## config.mk

```make
export PLATFORM = sky130hd
export DESIGN_NAME = cmd_program_seq
export DESIGN_NICKNAME = d
export VERILOG_FILES = /design/src/rtl/cmd_program_seq_pkg.sv /design/src/rtl/cmd_program_seq_decode.sv /design/src/rtl/cmd_program_seq_ident.sv /design/src/rtl/cmd_program_seq_span.sv /design/src/rtl/cmd_program_seq.sv
export SDC_FILE = /design/constraint.sdc
export NUM_CORES = 1
export LEC_CHECK = 0
export ABC_AREA = 1
export BUFFER_PORTS_ARGS = -buffer_cell sky130_fd_sc_hd__buf_2
export CAP_MARGIN = 20
export CORE_MARGIN = 2
export CORE_UTILIZATION = 40
export CTS_BUF_LIST = sky130_fd_sc_hd__clkbuf_4 sky130_fd_sc_hd__clkbuf_8 sky130_fd_sc_hd__clkbuf_16
export DETAILED_ROUTE_END_ITERATION = 12
export SLEW_MARGIN = 15
export SYNTH_ARGS = -nofsm -noshare
export SYNTH_HDL_FRONTEND = slang
export SYNTH_SLANG_ARGS = --single-unit
export TNS_END_PERCENT = 20
```

## constraint.sdc

```tcl
create_clock -name clk -period 4.5 [get_ports clk]
set_clock_uncertainty 0.1 [all_clocks]
set_input_delay 0 -clock clk [delete_from_list [all_inputs] [get_ports clk]]
set_output_delay 0 -clock clk [all_outputs]
set_load 0.005 [all_outputs]
```

## src/rtl/cmd_program_seq_pkg.sv

```systemverilog
package cmd_program_seq_pkg;

    localparam logic [7:0] OP_END   = 8'h00;
    localparam logic [7:0] OP_CLEAR = 8'h10;
    localparam logic [7:0] OP_START = 8'h11;
    localparam logic [7:0] OP_STOP  = 8'h12;
    localparam logic [7:0] OP_MASK  = 8'h14;
    localparam logic [7:0] OP_TICK  = 8'h15;
    localparam logic [7:0] OP_COPY  = 8'h18;
    localparam logic [7:0] OP_IDENT = 8'h31;

    localparam int IDENT_BYTES = 10;

    typedef enum logic [3:0] {
        ST_IDLE,
        ST_FETCH,
        ST_OPCODE,
        ST_ARG_RD,
        ST_ARG_CAP,
        ST_EXEC,
        ST_IDENT,
        ST_CP_RD,
        ST_CP_WR,
        ST_DONE,
        ST_FAULT
    } seq_state_e;

endpackage

```

## src/rtl/cmd_program_seq_decode.sv

```systemverilog
module cmd_program_seq_decode
    import cmd_program_seq_pkg::*;
(
    input  logic [7:0] opcode,
    output logic       known,
    output logic [2:0] nargs
);
    always_comb begin
        known = 1'b1;
        nargs = 3'd0;
        case (opcode)
            OP_END, OP_CLEAR, OP_START, OP_STOP: nargs = 3'd0;
            OP_IDENT:                            nargs = 3'd1;
            OP_MASK:                             nargs = 3'd2;
            OP_TICK, OP_COPY:                    nargs = 3'd4;
            default:                             known = 1'b0;
        endcase
    end
endmodule

```

## src/rtl/cmd_program_seq_ident.sv

```systemverilog
module cmd_program_seq_ident (
    input  logic [15:0] version,
    input  logic [7:0]  prescale,
    input  logic [7:0]  tick,
    input  logic [7:0]  count,
    input  logic [15:0] table_addr,
    input  logic [7:0]  index,
    output logic [7:0]  byte_out
);
    always_comb begin
        case (index)
            8'd0:    byte_out = version[15:8];
            8'd1:    byte_out = version[7:0];
            8'd2:    byte_out = prescale;
            8'd3:    byte_out = tick;
            8'd4:    byte_out = count;
            8'd5:    byte_out = table_addr[15:8];
            8'd6:    byte_out = table_addr[7:0];
            default: byte_out = 8'h00;
        endcase
    end
endmodule

```

## src/rtl/cmd_program_seq_span.sv

```systemverilog
module cmd_program_seq_span #(
    parameter int AW = 8
) (
    input  logic [15:0] base,
    input  logic [8:0]  len,
    output logic        fits
);
    localparam logic [16:0] MEM_BYTES = 17'(1) << AW;

    assign fits = ({1'b0, base} + 17'(len)) <= MEM_BYTES;
endmodule

```

## src/rtl/cmd_program_seq.sv

```systemverilog
module cmd_program_seq
    import cmd_program_seq_pkg::*;
#(
    parameter int AW = 8
) (
    input  logic          clk,
    input  logic          rst_n,
    input  logic          host_msg,
    input  logic [AW-1:0] host_start,
    output logic          seq_ack,
    output logic          seq_err,
    output logic          mem_rd_en,
    output logic [AW-1:0] mem_rd_addr,
    input  logic [7:0]    mem_rd_data,
    output logic          mem_wr_en,
    output logic [AW-1:0] mem_wr_addr,
    output logic [7:0]    mem_wr_data,
    input  logic [15:0]   id_version,
    input  logic [7:0]    id_prescale,
    input  logic [7:0]    id_count,
    input  logic [15:0]   id_table_addr,
    output logic [7:0]    tick_reload,
    output logic [15:0]   chan_enable,
    output logic          coll_stop,
    output logic          coll_clear,
    output logic          coll_start
);
    localparam logic [7:0] IDENT_LAST = 8'(IDENT_BYTES - 1);

    typedef struct packed {
        seq_state_e      state;
        logic [AW:0]     pc;
        logic [7:0]      op;
        logic [2:0]      nargs;
        logic [1:0]      ac;
        logic [3:0][7:0] args;
        logic [7:0]      idx;
        logic            ack;
        logic            err;
        logic [7:0]      tick;
        logic [15:0]     mask;
        logic            stb_stop;
        logic            stb_clear;
        logic            stb_start;
    } seq_regs_t;

    seq_regs_t q, d;

    logic        op_known;
    logic [2:0]  op_nargs;
    logic [7:0]  ident_byte;
    logic [15:0] copy_src;
    logic        src_fits, dst_fits, ident_fits;

    assign copy_src = {q.args[0], q.args[1]};

    cmd_program_seq_decode u_decode (
        .opcode (mem_rd_data),
        .known  (op_known),
        .nargs  (op_nargs)
    );

    cmd_program_seq_ident u_ident (
        .version    (id_version),
        .prescale   (id_prescale),
        .tick       (q.tick),
        .count      (id_count),
        .table_addr (id_table_addr),
        .index      (q.idx),
        .byte_out   (ident_byte)
    );

    cmd_program_seq_span #(.AW(AW)) u_span_src (
        .base (copy_src),
        .len  ({1'b0, q.args[2]}),
        .fits (src_fits)
    );

    cmd_program_seq_span #(.AW(AW)) u_span_dst (
        .base ({8'h00, q.args[3]}),
        .len  ({1'b0, q.args[2]}),
        .fits (dst_fits)
    );

    cmd_program_seq_span #(.AW(AW)) u_span_ident (
        .base ({8'h00, q.args[0]}),
        .len  (9'(IDENT_BYTES)),
        .fits (ident_fits)
    );

    always_comb begin
        d           = q;
        d.stb_stop  = 1'b0;
        d.stb_clear = 1'b0;
        d.stb_start = 1'b0;
        mem_rd_en   = 1'b0;
        mem_rd_addr = '0;
        mem_wr_en   = 1'b0;
        mem_wr_addr = '0;
        mem_wr_data = '0;

        case (q.state)
            ST_IDLE: begin
                if (host_msg) begin
                    d.ack   = 1'b1;
                    d.pc    = {1'b0, host_start};
                    d.state = ST_FETCH;
                end
            end
            ST_FETCH: begin
                if (q.pc[AW]) begin
                    d.state = ST_FAULT;
                end else begin
                    mem_rd_en   = 1'b1;
                    mem_rd_addr = q.pc[AW-1:0];
                    d.state     = ST_OPCODE;
                end
            end
            ST_OPCODE: begin
                d.op    = mem_rd_data;
                d.nargs = op_nargs;
                d.pc    = q.pc + 1'b1;
                d.ac    = 2'd0;
                if (!op_known) begin
                    d.state = ST_FAULT;
                end else if (op_nargs != 3'd0) begin
                    d.state = ST_ARG_RD;
                end else begin
                    d.state = ST_FETCH;
                    case (mem_rd_data)
                        OP_STOP:  d.stb_stop  = 1'b1;
                        OP_CLEAR: d.stb_clear = 1'b1;
                        OP_START: d.stb_start = 1'b1;
                        default:  d.state     = ST_DONE;
                    endcase
                end
            end
            ST_ARG_RD: begin
                if (q.pc[AW]) begin
                    d.state = ST_FAULT;
                end else begin
                    mem_rd_en   = 1'b1;
                    mem_rd_addr = q.pc[AW-1:0];
                    d.state     = ST_ARG_CAP;
                end
            end
            ST_ARG_CAP: begin
                d.args[q.ac] = mem_rd_data;
                d.pc         = q.pc + 1'b1;
                d.ac         = q.ac + 2'd1;
                d.state      = ({1'b0, q.ac} + 3'd1 == q.nargs) ? ST_EXEC : ST_ARG_RD;
            end
            ST_EXEC: begin
                d.idx   = 8'd0;
                d.state = ST_FETCH;
                case (q.op)
                    OP_TICK: d.tick = q.args[1];
                    OP_MASK: d.mask = {q.args[0], q.args[1]};
                    OP_IDENT: d.state = ident_fits ? ST_IDENT : ST_FAULT;
                    OP_COPY: begin
                        if (!(src_fits && dst_fits))
                            d.state = ST_FAULT;
                        else if (q.args[2] != 8'd0)
                            d.state = ST_CP_RD;
                    end
                    default: d.state = ST_FAULT;
                endcase
            end
            ST_IDENT: begin
                mem_wr_en   = 1'b1;
                mem_wr_addr = AW'(q.args[0]) + AW'(q.idx);
                mem_wr_data = ident_byte;
                d.idx       = q.idx + 8'd1;
                if (q.idx == IDENT_LAST)
                    d.state = ST_FETCH;
            end
            ST_CP_RD: begin
                mem_rd_en   = 1'b1;
                mem_rd_addr = AW'(copy_src) + AW'(q.idx);
                d.state     = ST_CP_WR;
            end
            ST_CP_WR: begin
                mem_wr_en   = 1'b1;
                mem_wr_addr = AW'(q.args[3]) + AW'(q.idx);
                mem_wr_data = mem_rd_data;
                d.idx       = q.idx + 8'd1;
                d.state     = (q.idx == q.args[2] - 8'd1) ? ST_FETCH : ST_CP_RD;
            end
            ST_DONE: begin
                if (!host_msg) begin
                    d.ack   = 1'b0;
                    d.state = ST_IDLE;
                end
            end
            ST_FAULT: begin
                d.ack = 1'b0;
                d.err = 1'b1;
                if (q.err && !host_msg) begin
                    d.err   = 1'b0;
                    d.state = ST_IDLE;
                end
            end
            default: d.state = ST_IDLE;
        endcase
    end

    always_ff @(posedge clk or negedge rst_n) begin
        if (!rst_n) begin
            q <= '{state: ST_IDLE, default: '0};
        end else begin
            q <= d;
        end
    end

    assign seq_ack     = q.ack;
    assign seq_err     = q.err;
    assign tick_reload = q.tick;
    assign chan_enable = q.mask;
    assign coll_stop   = q.stb_stop;
    assign coll_clear  = q.stb_clear;
    assign coll_start  = q.stb_start;
endmodule

```

==> results.cfg, run 1 <==
[power]
ir_drop_uv = 276.9
p_per_area_nw_per_um2 = 642.5
power_mw = 5.277
cellLeakagePower_nw = 4.323

[clocking]
insertion_delay_ns = 0.35
cts_tree = done
htreeDepth = 3
path_clk_slew_ns = 0.06
clockBufferDepth = 2
cts_sinks = 95
cts_setup_buffers = 0
cts_made_buffers = 9
ctsRootBufferMaster = clkbuf_16

[timing]
slew_violations = 0
setup_viol = 0
timing.fmax_mhz = 297.8
post-route-period-util_pct = 74.62
timing.hold.ws_ns = 0.009071
rsz0062_at_grt = false
finalHoldViolations = 0
maxSlewHeadroom_pct = 48.51
period_minus_slack_ns = 3.358
fin_setup_tns_ns = 0
worstMarginPinSlew_ns = 0.7695

[yosys]
synth_warnings = 0
postSynthAreaPerCell_um2 = 7.028
syn-cell-area_um2 = 7071
netlist-cell-type-count = 48
synthArstFlopShare_pct = 100.0
synth-seq-cells = 95
synth-main-ff-cell = dfrtp_1
seq_area_frac_synth_pct = 33.62
syn_nets = 1118
netlist_instances = 1006
synth_enable_flop_cells = 0

[floorplanning]
core_um2 = 17300
start_util_pct = 40.88
num_rows = 48
die_h_um = 137.0
dieArea_um2 = 18760
die_x_um = 137.0
io_pins = 122

[placed_design]
place_hpwl_um = 16590
place.gp.congestion = 0.9257
io_buffers = 121

[global_routing]
grt_util_all_layers_pct = 23.85
grt-ovfl-total = 0
grt_max_degree = 56
grt_pass1_wl_um = 34040
grt_pass1_vias = 6476
antenna_found_initial = 2

[cells_and_area]
mostFrequentLayoutCells = nand2_1 (265), inv_1 (132), buf_2 (120), o21ai_0 (117), dfrtp_1 (95)
area_growth_pct = 16.17
final_layout_size_suffix_gt1_share_pct = 15.51
multiInputGateArea_um2 = 3876
n_fill_cell = 1797
layout_commonest_cell = nand2_1
nNetsFinal = 1229
regArea_um2 = 2377

[setup_path]
path_buf_inv = 6
ff2ff_path_depth = 17
critical_path_required_ns = 4.40
end_kind = primary output
arrival_ns = 3.26
crit_chain = nor2_1, inv_2, nor2_2, buf_4, inv_1, o21ai_0, inv_1, fa_1, o31ai_1, nand2_1, inv_1, o21ai_0, nand2_1, o21ai_0, a21oi_1, buf_2
worstSetupPathType = flop to primary output
crit_slowest_cell = dfrtp_1
cpLargestDelayFamily = compound AO/OA/AOI/OAI gates
r2r-start = q[53]
cp_slowest_stage_delay_ns = 0.45
start_kind = flop
rrSetupSlack_ns = 1.76
path_max_fanout = 14
r2r-end = q[92]

[drt]
drc = 0
drt-pass1-iter-count = 5
vias = 6978
final_antenna_net_count = 0
routedWlPerCell_um = 16.08
drt_iter0_markers = 523
drt-total-wl_um = 21670
via_per_inst = 5.177

[run_status]
status = complete, no violations

[min_path]
hold_class = input pin to flop
min_to = q[71]
worstHoldStart = mem_rd_data[7]
holdPathStages = 6

[job]
maxCapViolations = 0
==> area by class of cell <==
class                           count  share of cell area [%]
Tap cell                          225                   3.427
Inverter                          143                   6.535
Clock buffer                       11                   3.001
Antenna cell                        1                 0.03046
Timing Repair Buffer              144                   10.18
Clock inverter                      5                  0.7007
Sequential cell                    95                   28.94
Multi-Input combinational cell    724                   47.19
==> Yosys cell counts, drive strengths merged, types with 5 or more instances <==
cell / instances / area, µm²
a21oi: 24 / 120.1
nand3: 59 / 300.3
nand4: 20 / 125.1
o21ai: 121 / 605.6
dfrtp: 95 / 2377
nor2: 82 / 352.8
nor3: 19 / 95.09
inv: 142 / 533.0
xnor2: 9 / 78.83
clkbuf: 12 / 45.04
xor2: 14 / 122.6
ha: 41 / 513.0
a31oi: 5 / 31.28
o22ai: 13 / 81.33
nor4: 5 / 37.53
buf: 32 / 235.2
nand2: 271 / 1037
==> tightest hold or removal path: cells and delay by family <==
| kind | cells | cell delay [ns] |
|---|---|---|
| simple gates | 3 | 0.20 |
| compound gates | 1 | 0.07 |
| buf+inv | 2 | 0.16 |
==> routing by layer <==
metal | wire (µm) | GRT usage (%)
met1 | 9709 | 32.78
met2 | 10080 | 38.81
met3 | 1519 | 4.407
met4 | 365 | 5.785
met5 | 0 | 0
==> power by group <==
group	total [mW]	switching (mW)	internal, mW
Clock	0.794	0.343	0.451
Combinational	2.97	1.89	1.09
Sequential	1.51	0.390	1.12
==> state kept, by name, summed over array words and instances, names as in the netlist <==
name	count
q	50
chan_enable	16
copy_src	16
tick_reload	8
coll_clear	1
coll_start	1
coll_stop	1
seq_ack	1
seq_err	1
==> metrics by stage <==
step | area, µm² | utilization, % | cells | setup WS (ns)
after floorplan | 7071 | - | 1006 | 1.823
after global placement | 7702 | 44.53 | 1311 | 1.576
after detailed placement | 7702 | 44.53 | 1311 | 1.539
after CTS | 8197 | 47.39 | 1346 | 1.139
after global routing | 8212 | 47.48 | 1347 | 0.7339
final | 8214 | 47.49 | 1348 | 1.142
==> cells by family after synthesis <==
group	count (synthesis)	synth area share, %
DFF	95	33.62
adders and majority gates	45	8.388
xor gates and xnor gates	23	2.849
AOI/OAI and AO/OA	192	15.25
buffers and inverters	187	11.56
and+or+nand+nor	464	28.33
==> how the worst max path moves through the flow <==
stage                      from             end  slack, ns  cells after the start
after floorplan           q[91]  mem_wr_addr[6]       1.82                     17
after global placement    q[91]  mem_wr_addr[6]       1.58                     16
after detailed placement  q[91]  mem_wr_addr[6]       1.54                     16
after CTS                 q[91]  mem_wr_addr[6]       1.14                     16
after global routing      q[91]  mem_wr_addr[7]       0.73                     19
final                     q[91]  mem_wr_addr[6]       1.14                     16
==> what timing repair did <==
item | 4_1_cts | 5_1_grt
resized for setup | 0 | 0
hold buffers | 19 | 0
hold endpoints to repair | 76 | 0
No activity file was read; power rests on OpenSTA's default activity.
==> run 2, diff against run 1 <==
ABC_AREA = 0   (was 1)
clock period = 3 ns   (was 4.5 ns; I/O delays follow)
==> results.cfg, run 2 <==
[setup_path]
crit_chain = nand2b_4, nor3_4, buf_6, mux2_2, ha_1, buf_4, nor2b_1, o21ai_0, nand2b_1, a21o_1, a21oi_1, xor2_1, nor2_1, buf_2
arrival_ns = 3.24
end_kind = primary output
cpLargestDelayFamily = simple AND/OR/NAND/NOR gates
start_kind = flop
cp_slowest_stage_delay_ns = 0.38
worstSetupPathType = flop to primary output
crit_slowest_cell = dfrtp_1
critical_path_required_ns = 2.90
worstSetupPathDepth = 14
ff2ff_path_depth = 10
path_max_fanout = 4
path_buf_inv = 3

[yosys]
synth-compound-area-share_pct = 17.36
seq_area_frac_synth_pct = 34.25
syn-cell-area_um2 = 6942
yosys.cell_count.top_type = nand2_1
synthTopCellsByArea = dfrtp_1 (34%), mux2_2 (11%), ha_1 (7.4%), nand2_1 (5.6%), o21ai_0 (4.4%)
synth_simple_gate_area_share_pct = 17.16
synth_enable_flop_cells = 0
synthTopCellsByCount = nand2_1 (103), dfrtp_1 (95), mux2_2 (65)
postSynthAreaPerCell_um2 = 9.098
synthArstFlopShare_pct = 100.0
synth-seq-cells = 95
synth.area.mux_share_pct = 11.99
netlist_instances = 763
netlist-cell-type-count = 68
yosys.area.top_type = dfrtp_1
synth_warnings = 0
yosys.area_share.adder_pct = 8.544
synth-main-ff-cell = dfrtp_1
synth_top_family_by_area = compound AO/OA/AOI/OAI gates
synth.top_cell.area_share_pct = 34.25
syn_nets = 875
synth_xor_area_share_pct = 4.795

[timing]
rsz0062_at_grt = true
setup_viol = 5
period_minus_slack_ns = 3.340
slew_violations = 0
finalHoldViolations = 0
maxSlewHeadroom_pct = 39.63
worstMarginPinSlew_ns = 0.8979
timing.fmax_mhz = 299.4
setup_slack_ns = -0.3403
post-route-period-util_pct = 111.3

[cells_and_area]
layout_commonest_cell = buf_2
final_layout_size_suffix_gt1_share_pct = 30.08
n_fill_cell = 1679
largest_register_ff_count = 50
regMostFlops = q
final_cells = 1136
n_antenna_cell = 0
mostFrequentLayoutCells = buf_2 (120), nand2_1 (103), dfrtp_1 (94), mux2_2 (65), o21ai_0 (59)
post-route-util_pct = 49.24
area_growth_pct = 21.41
nNetsFinal = 1018

[global_routing]
use_met2_pct = 39.31
antenna_found_initial = 0
grt_util_all_layers_pct = 23.32
met3_usage_pct = 3.367
grt_pass1_wl_um = 33160
grt_max_degree = 38
grt_pass1_vias = 6172
gr-max-usage-layer = met2
met1_usage_pct = 31.11
grt-ovfl-total = 0

[job]
maxCapViolations = 0

[floorplanning]
dieArea_um2 = 18420
die_x_um = 135.7
core_um2 = 17120
io_pins = 122
start_util_pct = 40.56
num_rows = 48
die_h_um = 135.7

[placed_design]
place.gp.congestion = 0.8883
place_inst = 1101
dp_slack_ns = -0.1405
io_buffers = 121
place_hpwl_um = 15970

[clocking]
cts_sinks = 95
cts_setup_buffers = 0
path_clk_slew_ns = 0.07
ctsRootBufferMaster = clkbuf_16
insertion_delay_ns = 0.36
clockBufferDepth = 2
cts_tree = done
htreeDepth = 3
cts_made_buffers = 9

[drt]
routedWlPerCell_um = 18.36
drt-pass1-iter-count = 5
final_antenna_net_count = 0
vias = 6257
drc = 0
via_per_inst = 5.508
drt-total-wl_um = 20860
drt_iter0_markers = 300

[min_path]
hold_class = input pin to asynchronous set/reset pin

[run_status]
status = complete, but fails checks
violations = setup timing

[power]
ir_drop_uv = 536.9
p_per_area_nw_per_um2 = 1000
cellLeakagePower_nw = 3.968
power_mw = 8.432
-- run 2: changes by cell type after synthesis, moves of 10 or more --
cell	before	now
inv_1	132	24
nand2b_1	0	12
mux2i_1	0	10
inv_2	10	0
and3_1	0	10
nand4_1	20	6
nor2_1	70	43
o22ai_1	13	3
mux2_2	0	65
clkbuf_1	12	28
nand3_1	58	18
o21ai_0	117	61
nand2_1	265	103
-- run 2: worst paths after layout --
check,from,endpoint,slack [ns]
min in group clk,id_prescale[1],mem_wr_data[1],0.26
worst min-delay path,rst_n,q[84],0.05
worst max register to register,copy_src[0],q[94],-0.04
max in group asynchronous,rst_n,copy_src[13],1.94
worst min register to register,q[80],q[80],0.39
worst max-delay path,q[93],mem_wr_addr[6],-0.34
-- run 2: logic make-up after synthesis --
family | Yosys count
AND/OR/NAND/NOR | 248
AO/OA/AOI/OAI | 182
flip-flops | 95
buffers and inverters | 80
multiplexers | 75
adder cells (fa/ha/maj) | 45
XOR/XNOR | 38
-- run 2: metrics by stage --
| step | hold WS, ns | TNS [ns] | cell area, µm² |
|---|---|---|---|
| final | 0.04659 | -0.8270 | 8428 |
| after CTS | 0.06309 | -0.8938 | 8401 |
| after global routing | 0.09925 | -1.543 | 8428 |
| after floorplan | -0.3956 | -0.01050 | 6953 |
| after global placement | -0.09298 | -0.1607 | 7883 |
| after detailed placement | -0.08762 | -0.2696 | 7883 |
-- run 2: area by class of cell --
cell class,count,area (µm²),share of cell area (%)
Clock buffer,9,225.2,2.672
Clock inverter,7,73.82,0.8759
Inverter,24,90.09,1.069
Multi-Input combinational cell,588,4217,50.03
Sequential cell,95,2379,28.22
Tap cell,225,281.5,3.340
Timing Repair Buffer,188,1162,13.79
-- run 2: metal layers --
metal / vias up / part of all wire [%]
met5: - / 0
met4: 0 / 2.0
met3: 27 / 3.9
met2: 137 / 48
met1: 3069 / 46
li1: 3024 / -
-- run 2: report_power, final --
part / switching, mW / internal [mW]
Sequential: 0.457 / 1.67
Combinational: 2.78 / 2.36
Clock: 0.582 / 0.589
Total: 3.81 / 4.62
-- run 2: what timing repair did --
action | CTS | global route
setup endpoints to repair | 7 | 9
endpoints found under the hold margin | 64 | 0
gates cloned | 0 | 0
pin swaps | 3 | 6
hold buffers | 19 | 0
resized for setup | 6 | 7
